--- config.mk ---
export PLATFORM = sky130hd
export DESIGN_NAME = trig_prescaler
export DESIGN_NICKNAME = d
export VERILOG_FILES = /design/src/rtl/trig_prescaler_pkg.sv /design/src/rtl/psc_slot_map.sv /design/src/rtl/psc_bit_lane.sv /design/src/rtl/trig_prescaler.sv
export SDC_FILE = /design/constraint.sdc
export NUM_CORES = 2
export LEC_CHECK = 0
export CORE_ASPECT_RATIO = 1.2
export CORE_MARGIN = 3
export CORE_UTILIZATION = 45
export CTS_BUF_LIST = sky130_fd_sc_hd__clkbuf_16
export CTS_CLUSTER_DIAMETER = 40
export DETAILED_ROUTE_END_ITERATION = 7
export DONT_BUFFER_PORTS = 1
export PLACE_DENSITY = 0.72
export SLEW_MARGIN = 20
export SYNTH_ARGS = -nofsm -noshare
export SYNTH_HDL_FRONTEND = slang
export SYNTH_SLANG_ARGS = --single-unit
export TNS_END_PERCENT = 20
--- constraint.sdc ---
create_clock -name clk -period 7.75 [get_ports clk]
set_clock_uncertainty 0.2 [all_clocks]
set_input_delay 0 -clock clk [delete_from_list [all_inputs] [get_ports clk]]
set_output_delay 0 -clock clk [all_outputs]
set_load 0.02 [all_outputs]
--- src/rtl/trig_prescaler_pkg.sv ---
// Shared helpers for the trigger prescaler.
// Assumes the crossing offset is a signed value centred on the window middle.
package trig_prescaler_pkg;

    // Width needed to index n entries, never below one bit.
    function automatic int idx_width(input int n);
        return (n > 1) ? $clog2(n) : 1;
    endfunction

    // Map a signed crossing offset to a counter-slot index.
    function automatic int slot_of(input int ofs, input int n_slots);
        return (n_slots / 2) + ofs;
    endfunction

endpackage

--- src/rtl/psc_slot_map.sv ---
// Converts the signed crossing offset into a slot index and a range flag.
// Assumes: the offset is two's complement; out-of-range gives slot 0 and in_range_o low.
module psc_slot_map
    import trig_prescaler_pkg::*;
#(
    parameter int N_SLOTS = 5,
    parameter int OFS_W   = 3,
    parameter int SLOT_W  = idx_width(N_SLOTS)
) (
    input  logic signed [OFS_W-1:0]  ofs_i,
    output logic        [SLOT_W-1:0] slot_o,
    output logic                     in_range_o
);

    int raw_slot;

    // Compute the raw index and check that it lies inside the window.
    always_comb begin
        raw_slot   = slot_of(int'(ofs_i), N_SLOTS);
        in_range_o = (raw_slot >= 0) && (raw_slot < N_SLOTS);
        slot_o     = in_range_o ? SLOT_W'(raw_slot) : '0;
    end

endmodule

--- src/rtl/psc_bit_lane.sv ---
// One trigger bit: holds one down-counter per crossing slot and decides pass/drop.
// Assumes: evt_i is already qualified by the range check; load_all_i reloads every
// slot, and seg_i (segment start) blocks the decrement in the same cycle.
module psc_bit_lane #(
    parameter int N_SLOTS = 5,
    parameter int FACT_W  = 16,
    parameter int SLOT_W  = 3
) (
    input  logic              clk,
    input  logic              rst_n,
    input  logic              evt_i,
    input  logic              bit_i,
    input  logic [SLOT_W-1:0] slot_i,
    input  logic [FACT_W-1:0] factor_i,
    input  logic              bypass_i,
    input  logic              seg_i,
    input  logic              load_all_i,
    input  logic              primed_i,
    output logic              pass_o
);

    logic [FACT_W-1:0] cnt_q [N_SLOTS];
    logic [FACT_W-1:0] sel_cnt;
    logic [FACT_W-1:0] nxt_cnt;
    logic              hit;
    logic              is_unity;
    logic              is_zero;
    logic              upd;
    logic              at_end;

    // Decide pass/drop and the new counter value for the addressed slot.
    always_comb begin
        sel_cnt  = primed_i ? cnt_q[slot_i] : factor_i;
        hit      = evt_i && bit_i;
        is_unity = (factor_i == FACT_W'(1));
        is_zero  = (factor_i == '0);
        at_end   = (sel_cnt <= FACT_W'(1));
        nxt_cnt  = at_end ? factor_i : (sel_cnt - FACT_W'(1));
        upd      = hit && !bypass_i && !is_unity && !is_zero && !seg_i;
        if (!hit)                     pass_o = 1'b0;
        else if (bypass_i || is_unity) pass_o = 1'b1;
        else if (is_zero || seg_i)    pass_o = 1'b0;
        else                          pass_o = at_end;
    end

    // Counter storage: bulk reload, or single-slot decrement/reload.
    always_ff @(posedge clk) begin
        if (!rst_n) begin
            for (int s = 0; s < N_SLOTS; s++) cnt_q[s] <= '0;
        end else if (load_all_i) begin
            for (int s = 0; s < N_SLOTS; s++)
                cnt_q[s] <= (upd && (SLOT_W'(s) == slot_i)) ? nxt_cnt : factor_i;
        end else if (upd) begin
            cnt_q[slot_i] <= nxt_cnt;
        end
    end

    for (genvar s = 0; s < N_SLOTS; s++) begin : g_chk
        // with no firing and no reload, the counter holds.
        assert_idle_hold_R4: assert property (@(posedge clk) disable iff (!rst_n)
            (!(evt_i && bit_i) && !load_all_i) |=> $stable(cnt_q[s]));
        // segment start leaves every counter at the factor.
        assert_seg_reload_R10: assert property (@(posedge clk) disable iff (!rst_n)
            seg_i |=> (cnt_q[s] == $past(factor_i)));
        // bypass with no reload leaves counters untouched.
        assert_bypass_hold_R7: assert property (@(posedge clk) disable iff (!rst_n)
            (bypass_i && !load_all_i) |=> $stable(cnt_q[s]));
    end

endmodule

--- src/rtl/trig_prescaler.sv ---
// Top: prescales a trigger decision vector per bit and per crossing slot.
// Assumes: factors are stable while used; a result appears one cycle after its event.
module trig_prescaler
    import trig_prescaler_pkg::*;
#(
    parameter int N_BITS  = 8,
    parameter int N_SLOTS = 5,
    parameter int FACT_W  = 16,
    parameter int OFS_W   = 3
) (
    input  logic                     clk,
    input  logic                     rst_n,
    input  logic                     evt_valid_i,
    input  logic [N_BITS-1:0]        evt_bits_i,
    input  logic signed [OFS_W-1:0]  evt_ofs_i,
    input  logic [N_BITS*FACT_W-1:0] factors_i,
    input  logic                     bypass_i,
    input  logic                     seg_start_i,
    input  logic                     rd_clr_i,
    output logic                     out_valid_o,
    output logic [N_BITS-1:0]        out_bits_o
);

    localparam int SLOT_W = idx_width(N_SLOTS);

    logic [SLOT_W-1:0] slot;
    logic              in_range;
    logic              primed_q;
    logic              load_all;
    logic              lane_evt;
    logic [N_BITS-1:0] pass_vec;

    psc_slot_map #(
        .N_SLOTS (N_SLOTS),
        .OFS_W   (OFS_W),
        .SLOT_W  (SLOT_W)
    ) u_map (
        .ofs_i      (evt_ofs_i),
        .slot_o     (slot),
        .in_range_o (in_range)
    );

    // Qualify the event and form the bulk-reload strobe.
    always_comb begin
        lane_evt = evt_valid_i && in_range;
        load_all = seg_start_i || (evt_valid_i && !primed_q);
    end

    // Remember that the counters have been loaded once since reset.
    always_ff @(posedge clk) begin
        if (!rst_n)                           primed_q <= 1'b0;
        else if (evt_valid_i || seg_start_i)  primed_q <= 1'b1;
    end

    for (genvar b = 0; b < N_BITS; b++) begin : g_lane
        psc_bit_lane #(
            .N_SLOTS (N_SLOTS),
            .FACT_W  (FACT_W),
            .SLOT_W  (SLOT_W)
        ) u_lane (
            .clk        (clk),
            .rst_n      (rst_n),
            .evt_i      (lane_evt),
            .bit_i      (evt_bits_i[b]),
            .slot_i     (slot),
            .factor_i   (factors_i[b*FACT_W +: FACT_W]),
            .bypass_i   (bypass_i),
            .seg_i      (seg_start_i),
            .load_all_i (load_all),
            .primed_i   (primed_q),
            .pass_o     (pass_vec[b])
        );
    end

    // Output register with readout clear taking priority.
    always_ff @(posedge clk) begin
        if (!rst_n || rd_clr_i) begin
            out_valid_o <= 1'b0;
            out_bits_o  <= '0;
        end else begin
            out_valid_o <= evt_valid_i;
            out_bits_o  <= evt_valid_i ? pass_vec : '0;
        end
    end

    // one-cycle latency of the valid flag.
    assert_latency_R2: assert property (@(posedge clk) disable iff (!rst_n)
        (evt_valid_i && !rd_clr_i) |=> out_valid_o);
    // a clear empties the output word.
    assert_clear_out_R11: assert property (@(posedge clk) disable iff (!rst_n)
        rd_clr_i |=> (!out_valid_o && (out_bits_o == '0)));
    // an output bit is never set unless its input bit was set.
    assert_subset_R3: assert property (@(posedge clk) disable iff (!rst_n)
        out_valid_o |-> ((out_bits_o & ~$past(evt_bits_i)) == '0));
    // bypass with an in-window event copies the input bits.
    assert_bypass_copy_R7: assert property (@(posedge clk) disable iff (!rst_n)
        (evt_valid_i && in_range && bypass_i && !rd_clr_i) |=> (out_bits_o == $past(evt_bits_i)));
    // an out-of-window event yields an empty word.
    assert_window_R8: assert property (@(posedge clk) disable iff (!rst_n)
        (evt_valid_i && !in_range) |=> (out_bits_o == '0));

endmodule

==> out/metrics.cfg <==
[clock_network]
cts_buffer_depth = 3
clkSlewWorstSetupHoldPaths_ps = 60
h-tree-depth = 3
clock_sinks = 1034
cts-root-buf = clkbuf_16
clock_latency_ps = 760
tritoncts = yes
cts_made_buffers = 119

[detailed_routing]
vias = 48616
final_antenna_net_count = 0
drt-initial-drc-count = 7755
vias_per_cell = 7.14
dr.pass1.iters = 8
post_drt_wl_per_cell_um = 31.1
drc = 2
routed_wl_mm = 212

[sta]
drv_slew = 0
hold_viol_final = 1
hold_ws_ps = -11.6
post-route-period-util_pct = 87.0
final.setup.tns_ps = 0
fmax_ghz = 0.148
rsz0062_at_grt = no
relSlewSlack_pct = 15.5
setup_slack_ps = 1000
setup_viol = 0
worstMarginPinSlew_ps = 1270
period_needed_ps = 6750

[grt]
grt-ovfl-total = 0
grtUsageTotal_pct = 32.0
antenna_found_initial = 27
grt_pass1_wl_mm = 308
grt_max_degree = 462
grt_pass1_vias = 47072

[setup_path]
worstPathArrival_ps = 7230
rr_worst_depth = 14
critPathLaunchType = input port
endpoint_kind = flop
critPathCapture = out_bits_o[7]
r2r-end = out_bits_o[7]
crit_type = in -> reg
rr_startpoint = primed_q
rrSetupSlack_ps = 1190
critical_path.max_fanout = 461
cp.required_ps = 8230
cp-startpoint = evt_ofs_i[1]

[logic_synthesis]
ys_warn_count = 0
synthFlopType = edfxtp_1
syn_area_per_cell_um2 = 11.1
synthDominantCellAreaShare_pct = 55.3
synth_nets = 5160
yosysUniqueCellTypes = 110
synthArstFlopShare_pct = 0
syn_inst = 5013
yosys.area.top_type = edfxtp_1
synth-seq-cells = 1034
synth.cells.most_frequent = 1024 x edfxtp_1, 501 x nand2_1, 425 x nor2_1
syn-cell-area_mm2 = 0.0556
synthTopCellsByArea = edfxtp_1 55%, o22ai_1 4.1%, nand2_1 3.4%
synth-edff-count = 1024
yosysSeqAreaShare_pct = 55.7
yosysMostFrequentCell = edfxtp_1

[hold_path]
min_path_cells = 5
hold_path.class = in -> reg

[place]
gp_congestion = 0.933
portBuffers = 0
dpl_cell_area_mm2 = 0.0568
pre_cts_ws_ps = 1840
dp.final_hpwl_mm = 121
dpl.cell_count = 6344

[die]
die_h_um = 391
die_area_mm2 = 0.128
initial_core_util_pct = 45.6
ios = 154
die_w_um = 327
rows = 140
core_area_mm2 = 0.122

[power_and_ir_drop]
ir_drop_mv = 0.201
p_per_area_mw_per_mm2 = 231
leakage_nw = 21.9
totalPowerFinal_mw = 14.6

[finish]
stdcell_count = 6812
design_area_mm2 = 0.0632
drive_gt1_share_pct = 12.5
nets = 5197
final_core_util_pct = 51.9
area_growth_pct = 13.8

[outcome]
status = finished with violations
violations = DRC, hold timing

[flow_run]
maxCapViolations = 0

[registers in the layout (all words and copies together), names as in the netlist]
name / flops
out_valid_o: 1
out_bits_o: 8
primed_q: 1
g_lane.u_lane.cnt_q: 1024
[repair_timing]
action                    4_1_cts  5_1_grt
buffers inserted                0        0
hold buffers                  218        0
hold endpoints to repair     1326        0
gates resized for setup         0        0
[power breakdown]
group / switching (mW) / internal [mW]
Sequential: 0.113 / 6.57
Clock: 2.54 / 3.23
Combinational: 1.45 / 0.710
Total: 4.10 / 10.5
[cell type report]
type,instances,area (um^2)
clock buffers,119,2980
multi-input cells,3457,22600
inverters,102,388
diodes,26,65.1
fillers,10480,58700
flip-flops and latches,1034,31000
repair buffers,336,3150
well taps,1633,2040
clock inverters,105,1050
[worst max-delay path, stage by stage]
cell	delay [ps]
inv_2	810
ha_4	550
or2_4	530
buf_4	550
nor2_1	320
a2bb2oi_1	250
o221ai_1	330
nor3b_1	420
nand4_1	540
buf_12	380
nor2_1	110
mux2i_1	80
dlygate4sd3_1	580
a21oi_1	430
dlygate4sd3_1	680
[worst min-delay path by stage]
stage | startpoint | endpoint
3_3_place_gp | evt_bits_i[0] | out_bits_o[0]
3_5_place_dp | evt_bits_i[0] | out_bits_o[0]
5_1_grt | evt_ofs_i[0] | g_lane[2].u_lane.cnt_q[0][10]
2_1_floorplan | rd_clr_i | out_valid_o
4_1_cts | factors_i[76] | g_lane[4].u_lane.cnt_q[2][12]
6_report | evt_ofs_i[0] | g_lane[2].u_lane.cnt_q[0][10]
[per-layer routing]
| metal | track usage (%) | wire length [um] | vias up |
|---|---|---|---|
| met2 | 49.7 | 93800 | 4424 |
| met3 | 10.1 | 31900 | 1120 |
| li1 | - | - | 20022 |
| met4 | 21.7 | 16800 | 8 |
| met5 | 0 | 64 | - |
| met1 | 38.1 | 69000 | 23042 |
[cell families after synthesis]
group           count (synthesis)  share of synthesized area, %
compound gates               1549                          19.9
simple gates                 1631                          15.1
flops                        1034                          55.7
mux                           215                          4.12
xor+xnor                       60                         0.946
buf+inv                       522                          4.19
fa+ha+maj                       2                        0.0450
[placed cells by master, fill, tap and decap left out, types with 31 or more instances in the layout]
cell type and instances:
o21a_1 32, a21oi_1 169, or4b_2 92, nor3_1 47
and2_1 83, a22oi_1 125, o21ai_0 166, a211oi_1 31
a22o_1 53, o211ai_1 44, nor4_1 40, nand4_1 44
o22ai_1 360, a2111oi_0 53, nand3_1 144, o2bb2ai_1 45
a222oi_1 36, inv_1 109, mux2i_1 107, mux2_2 107
nand2b_1 41, nor4b_1 49, and3_1 36, dlygate4sd3_1 216
edfxtp_1 1024, buf_4 114, clkbuf_16 119, nand2_1 501
nor2_1 399, xnor2_1 31, o32ai_1 103, a31oi_1 46
Note: power is estimated with default switching activity, not from simulation.
